--- src/rtl/rsc_pkg.sv ---
package rsc_pkg;

  // clock branch positions in gateEn / gatedClk
  localparam int BR_CORE    = 0;
  localparam int BR_REGS    = 1;
  localparam int BR_SPEECH  = 2;
  localparam int BR_RINGER  = 3;
  localparam int BR_CODEC   = 4;
  localparam int NUM_BRANCH = 5;

  // register bit positions for the software-controlled branches
  localparam int BIT_SPEECH = 0;
  localparam int BIT_RINGER = 1;
  localparam int BIT_CODEC  = 2;

  // strobes from the sequencer/decoder to the register datapath
  typedef struct packed {
    logic seqActive;  // reset sequence in progress
    logic wrHit;      // accepted write to the control register
    logic wrAny;      // any write strobe on the bus
    logic rdHit;      // address selects the control register
  } ctrlStrobe_t;

endpackage

--- src/rtl/rsc_reset_ctrl.sv ---
module rsc_reset_ctrl
  import rsc_pkg::*;
#(
  parameter int          ADDR_W      = 16,
  parameter logic [15:0] REG_ADDR    = 16'h1440,
  parameter int          SYNC_STAGES = 2,
  parameter int          STRETCH     = 4
) (
  input  logic              clk,
  input  logic              extRstN,
  input  logic [ADDR_W-1:0] busAddr,
  input  logic              busWrEn,
  output logic              sysReset,
  output ctrlStrobe_t       strobes
);

  localparam int CNT_W = (STRETCH > 1) ? $clog2(STRETCH) : 1;
  localparam logic [CNT_W-1:0] CNT_LAST = CNT_W'(STRETCH - 1);
  localparam logic [ADDR_W-1:0] MATCH   = ADDR_W'(REG_ADDR);

  logic [SYNC_STAGES-1:0] syncQ;
  logic                   latchDone;
  logic [CNT_W-1:0]       stretchCnt;
  logic                   doneQ;
  logic                   addrHit;

  // capture chain: cleared at once, stepped to 1 only by clock edges
  generate
    if (SYNC_STAGES > 1) begin : g_chain
      always_ff @(posedge clk or negedge extRstN) begin
        if (!extRstN) syncQ <= '0;
        else          syncQ <= {syncQ[SYNC_STAGES-2:0], 1'b1};
      end
    end else begin : g_single
      always_ff @(posedge clk or negedge extRstN) begin
        if (!extRstN) syncQ <= '0;
        else          syncQ <= 1'b1;
      end
    end
  endgenerate

  assign latchDone = syncQ[SYNC_STAGES-1];

  // stretch counter: STRETCH edges after the chain reports release
  always_ff @(posedge clk or negedge extRstN) begin
    if (!extRstN) begin
      stretchCnt <= '0;
      doneQ      <= 1'b0;
    end else if (latchDone && !doneQ) begin
      if (stretchCnt == CNT_LAST) doneQ <= 1'b1;
      else                        stretchCnt <= stretchCnt + 1'b1;
    end
  end

  assign sysReset = !doneQ;

  assign addrHit           = (busAddr == MATCH);
  assign strobes.seqActive = sysReset;
  assign strobes.wrAny     = busWrEn;
  assign strobes.wrHit     = busWrEn && addrHit && !sysReset;
  assign strobes.rdHit     = addrHit;


  chain_hold_chk: assert property (@(posedge clk) disable iff (!extRstN)
    !latchDone |-> sysReset);


  stretch_len_chk: assert property (@(posedge clk) disable iff (!extRstN)
    $fell(sysReset) |-> ($past(stretchCnt) == CNT_LAST && $past(latchDone)));


  wr_block_chk: assert property (@(posedge clk) disable iff (!extRstN)
    sysReset |-> !strobes.wrHit);

endmodule

--- src/rtl/rsc_gate_path.sv ---
module rsc_gate_path
  import rsc_pkg::*;
#(
  parameter int               DATA_W  = 8,
  parameter logic [DATA_W-1:0] RST_VAL = 8'hFD
) (
  input  logic                  clk,
  input  logic                  extRstN,
  input  logic                  clocksUnstable,
  input  ctrlStrobe_t           strobes,
  input  logic [DATA_W-1:0]     wrData,
  output logic [DATA_W-1:0]     rdData,
  output logic                  slowReset,
  output logic [NUM_BRANCH-1:0] gateEn,
  output logic [NUM_BRANCH-1:0] gatedClk
);

  localparam int HOLD_BIT = DATA_W - 1;

  logic [HOLD_BIT-1:0]   lowQ;
  logic                  slowHoldQ;
  logic [DATA_W-1:0]     regView;
  logic [NUM_BRANCH-1:0] branchReq;

  // branch and spare bits: synchronous reset by the sequencer
  always_ff @(posedge clk) begin
    if (strobes.seqActive)  lowQ <= RST_VAL[HOLD_BIT-1:0];
    else if (strobes.wrHit) lowQ <= wrData[HOLD_BIT-1:0];
  end

  // slow-domain hold latch: also set at once by the external reset
  always_ff @(posedge clk or negedge extRstN) begin
    if (!extRstN)               slowHoldQ <= RST_VAL[HOLD_BIT];
    else if (strobes.seqActive) slowHoldQ <= RST_VAL[HOLD_BIT];
    else if (strobes.wrHit)     slowHoldQ <= wrData[HOLD_BIT];
  end

  assign regView   = {slowHoldQ, lowQ};
  assign rdData    = strobes.rdHit ? regView : '0;
  assign slowReset = slowHoldQ;

  // per-branch requests, then forced open during the sequence
  always_comb begin
    branchReq             = '0;
    branchReq[BR_CORE]    = !clocksUnstable;
    branchReq[BR_REGS]    = strobes.wrAny;
    branchReq[BR_SPEECH]  = lowQ[BIT_SPEECH];
    branchReq[BR_RINGER]  = lowQ[BIT_RINGER];
    branchReq[BR_CODEC]   = lowQ[BIT_CODEC];
  end

  assign gateEn = branchReq | {NUM_BRANCH{strobes.seqActive}};

  // behavioural OR gating; core branch runs in inverse phase
  generate
    for (genvar b = 0; b < NUM_BRANCH; b++) begin : g_gate
      if (b == BR_CORE) begin : g_inv
        assign gatedClk[b] = ~clk | ~gateEn[b];
      end else begin : g_std
        assign gatedClk[b] = clk | ~gateEn[b];
      end
    end
  endgenerate


  reg_rst_chk: assert property (@(posedge clk) disable iff (!extRstN)
    strobes.seqActive |=> (regView == RST_VAL));


  reg_wr_chk: assert property (@(posedge clk) disable iff (!extRstN)
    strobes.wrHit |=> (regView == $past(wrData)));


  slow_hold_chk: assert property (@(posedge clk) disable iff (!extRstN)
    (!strobes.wrHit && !strobes.seqActive) |=> $stable(slowReset));


  regs_gate_chk: assert property (@(posedge clk) disable iff (!extRstN)
    (!strobes.seqActive && !strobes.wrAny) |-> !gateEn[BR_REGS]);

endmodule

--- src/rtl/rst_gate_seq.sv ---
module rst_gate_seq
  import rsc_pkg::*;
#(
  parameter int          ADDR_W      = 16,
  parameter int          DATA_W      = 8,
  parameter logic [15:0] REG_ADDR    = 16'h1440,
  parameter logic [7:0]  RST_VAL     = 8'hFD,
  parameter int          SYNC_STAGES = 2,
  parameter int          STRETCH     = 4
) (
  input  logic                  sysClk,
  input  logic                  extRstN,
  input  logic                  clocksUnstable,
  input  logic [ADDR_W-1:0]     busAddr,
  input  logic [DATA_W-1:0]     busWrData,
  input  logic                  busWrEn,
  output logic [DATA_W-1:0]     busRdData,
  output logic                  sysReset,
  output logic                  slowReset,
  output logic [NUM_BRANCH-1:0] gateEn,
  output logic [NUM_BRANCH-1:0] gatedClk
);

  ctrlStrobe_t strobes;

  rsc_reset_ctrl #(
    .ADDR_W(ADDR_W), .REG_ADDR(REG_ADDR),
    .SYNC_STAGES(SYNC_STAGES), .STRETCH(STRETCH)
  ) u_ctrl (
    .clk(sysClk), .extRstN(extRstN), .busAddr(busAddr),
    .busWrEn(busWrEn), .sysReset(sysReset), .strobes(strobes)
  );

  rsc_gate_path #(
    .DATA_W(DATA_W), .RST_VAL(DATA_W'(RST_VAL))
  ) u_path (
    .clk(sysClk), .extRstN(extRstN), .clocksUnstable(clocksUnstable),
    .strobes(strobes), .wrData(busWrData), .rdData(busRdData),
    .slowReset(slowReset), .gateEn(gateEn), .gatedClk(gatedClk)
  );

endmodule

--- config.mk ---
export PLATFORM = sky130hd
export DESIGN_NAME = rst_gate_seq
export DESIGN_NICKNAME = d
export VERILOG_FILES = /design/src/rtl/rsc_pkg.sv /design/src/rtl/rsc_reset_ctrl.sv /design/src/rtl/rsc_gate_path.sv /design/src/rtl/rst_gate_seq.sv
export SDC_FILE = /design/constraint.sdc
export NUM_CORES = 1
export LEC_CHECK = 0
export BUFFER_PORTS_ARGS = -buffer_cell sky130_fd_sc_hd__buf_2
export CAP_MARGIN = 20
export CORE_UTILIZATION = 39
export CTS_CLUSTER_SIZE = 25
export DETAILED_ROUTE_END_ITERATION = 16
export PLACE_DENSITY_LB_ADDON = 0.15
export SLEW_MARGIN = 20
export SYNTH_ARGS = -nofsm -noshare
export SYNTH_HDL_FRONTEND = slang
export SYNTH_SLANG_ARGS = --single-unit
--- constraint.sdc ---
create_clock -name sysClk -period 1.86 [get_ports sysClk]
set_input_delay 0.186 -clock sysClk [delete_from_list [all_inputs] [get_ports sysClk]]
set_output_delay 0.186 -clock sysClk [all_outputs]
set_load 0.02 [all_outputs]
==> results.tsv <==
metric	value	unit
outcome	completed	
cts_setup_buffers	0	
powerDensity	1000	nW/um^2
grt_pass1_wl	2.59	mm
p_clk_share	56.1	%
grt_max_degree	17	
final_cell_count_no_fill	143	
leakage	0.537	nW
drt_first_pass_iters	4	
path_common_cell	clkbuf_4	
cap_violations	0	
drt_iter0_drc	13	
grt_antenna_before_repair	0	
fmax	604	MHz
slew_violations	0	
crit_buf_inv	3	
cts-resized-gates	0	
die_h	43.3	um
slowest_stage	buf_2	
io_buffer_count	47	
synth.avg_cell_area	9.00	um^2
critPathArrivalTime	1.47	ns
holdWs	0.0469	ns
setup_tns	0	ns
period_needed	1.66	ns
routed_wl	1.58	mm
fin_skew	0.00354	ns
min_path_type	in -> reg	
vias_per_cell	4.97	
placedCellCount	133	
wl_met1	649	um
nets	156	
rows	14	
intPower	633	uW
drc	0	
p_comb_share	10.4	%
fp.dieW	43.3	um
place_congestion	0.679	
sw_frac_of_total	34.6	%
synthArstFlopShare	46.2	%
area_growth	45.1	%
clkLatencyLatePin	0.37	ns
core_area	1540	um^2
ys_seq_area_share	43.8	%
ios	48	
synthTopCellsByArea	dfxtp_1 21%, dfrtp_1 19%, and2_1 7.5%	
worstPathMaxFanout	3	
power_switching	335	uW
post-route-period-util	89.1	%
cts_tree	done	
clk_pin_slew	0.08	ns
place_area	896	um^2
worstPathCellList	clkbuf_4 -> clkbuf_4 -> nand2b_1 -> buf_2	
dp_hpwl	1.13	mm
grt_overflow_total	0	
synth_edf_count	0	
ir_drop	0.000482	V
synth-seq-cells	13	
final_cell_area	966	um^2
syn_inst	74	
synth.yosys.warnings	0	
cp-start-kind	clock port	
wire_per_inst	11.1	um
antenna_cells	0	
routed.top_layer	met4	
dieArea	1880	um^2
route.met3.wl	161	um
cp-end-kind	output port	
syn-num-nets	103	
final_hold_viol_count	0	
vias	710	
synth_cell_types	25	
dp_slack	0.172	ns
start_util	43.2	%
hold_buffers	1	
setup_slack	0.202	ns
final_util	62.7	%
cp_top_family	buffers and inverters	
setup_viol	0	
cpPeakStageDelay	0.15	ns
seqPwrFrac	33.4	%
grt_usage	20.6	%
grt_setup_unrepaired	no	
drive_gt1_share	45.7	%
dr_wl_met2	749	um
synth_top_area_share	21.1	%
netlist_area	666	um^2
ant_nets	0	
synth_top_area_cell	dfxtp_1	
critical_path_class	clk -> out	
power	968	uW
synth_ff_type	dfxtp_1	
grt_pass1_vias	673	
worstPathRequired	1.67	ns
## routing by layer
metal / GRT usage (%) / vias up
met3: 15.7 / 3
met1: 19.7 / 318
met4: 18.8 / 0
li1: - / 351
met5: 0 / -
met2: 28.1 / 38
## cells in the final DEF, fill, tap and decap left out
master          n
a21oi_1         2
a31oi_1         2
and2_1          8
and2_4          1
and4_1          1
buf_2          47
buf_4           1
clkbuf_1        2
clkbuf_4        7
conb_1          1
dfrtp_1         5
dfstp_2         1
dfxtp_1         7
dlygate4sd3_1   1
ha_1            1
inv_1           8
mux2_2          1
mux2i_1         1
nand2_1         6
nand2b_1        8
nand3_1         5
nor3b_1         1
nor4_1          1
nor4b_1         3
o211ai_1        5
xor2_1          1
## power by group through the flow
stage                     Clock (mW)  Combinational, mW  Sequential [mW]
after floorplan                0.148             0.0533            0.325
after global placement         0.209             0.0919            0.326
after detailed placement       0.209              0.102            0.329
after CTS                      0.558              0.103            0.324
after global routing           0.590              0.114            0.326
final                          0.543              0.101            0.324
## layout make-up
class | instances | area (um^2)
clock buffer | 14 | 85.1
fill | 146 | 576
inverter | 8 | 30.0
multi-input combinational | 48 | 312
sequential | 13 | 292
tap | 16 | 20.0
timing repair buffer | 44 | 228
## cell families (layout without fill, tap and decap cells)
kind of cell	Yosys count	in the layout	synth area share (%)
xor+xnor	1	1	1.32
buf+inv	13	66	9.40
flops	13	13	43.8
compound gates	9	9	9.02
simple gates	34	34	30.8
mux	2	2	3.20
fa+ha+maj	1	1	1.88
other cells	1	1	0.563
## state kept, by name (all words and copies together) (netlist names)
name	cells
u_path.lowQ	7
u_ctrl.syncQ	2
u_ctrl.doneQ	1
u_ctrl.stretchCnt	2
u_path.slowReset	1
## cells in the mapped netlist (2+ instances only)
library cell / instances
and2_1: 8
inv_1: 8
nand2b_1: 8
dfxtp_1: 7
nand2_1: 6
dfrtp_1: 5
nand3_1: 5
o211ai_1: 5
nor4b_1: 3
a21oi_1: 2
a31oi_1: 2
buf_2: 2
## final timing paths
| check | start | to | slack (ns) | depth (start not counted) |
|---|---|---|---|---|
| setup / recovery | sysClk | gatedClk[2] | 0.20 | 4 |
| hold / removal | busWrData[0] | u_path.lowQ[0]$_SDFFE_PN1P_ | 0.05 | 3 |
| setup reg to reg | u_ctrl.stretchCnt[0]$_DFFE_PN0P_ | u_ctrl.stretchCnt[1]$_DFFE_PN0P_ | 0.43 | 3 |
| hold reg to reg | u_ctrl.syncQ[0]$_DFF_PN0_ | u_ctrl.syncQ[1]$_DFF_PN0_ | 0.35 | 0 |
| max in group asynchronous | extRstN | u_path.slowReset$_DFFE_PN1P_ | 1.48 | 2 |
| min in group asynchronous | extRstN | u_ctrl.stretchCnt[1]$_DFFE_PN0P_ | 0.16 | 2 |
## worst reg2reg max path, delay by kind of cell, from the launching register on
| kind | cells | cell delay, ns |
|---|---|---|
| mux | 1 | 0.39 |
| simple gates | 1 | 0.31 |
| fa+ha+maj | 1 | 0.22 |
| flops | 1 | 0.40 |
Note: power is estimated with default switching activity, not from simulation.
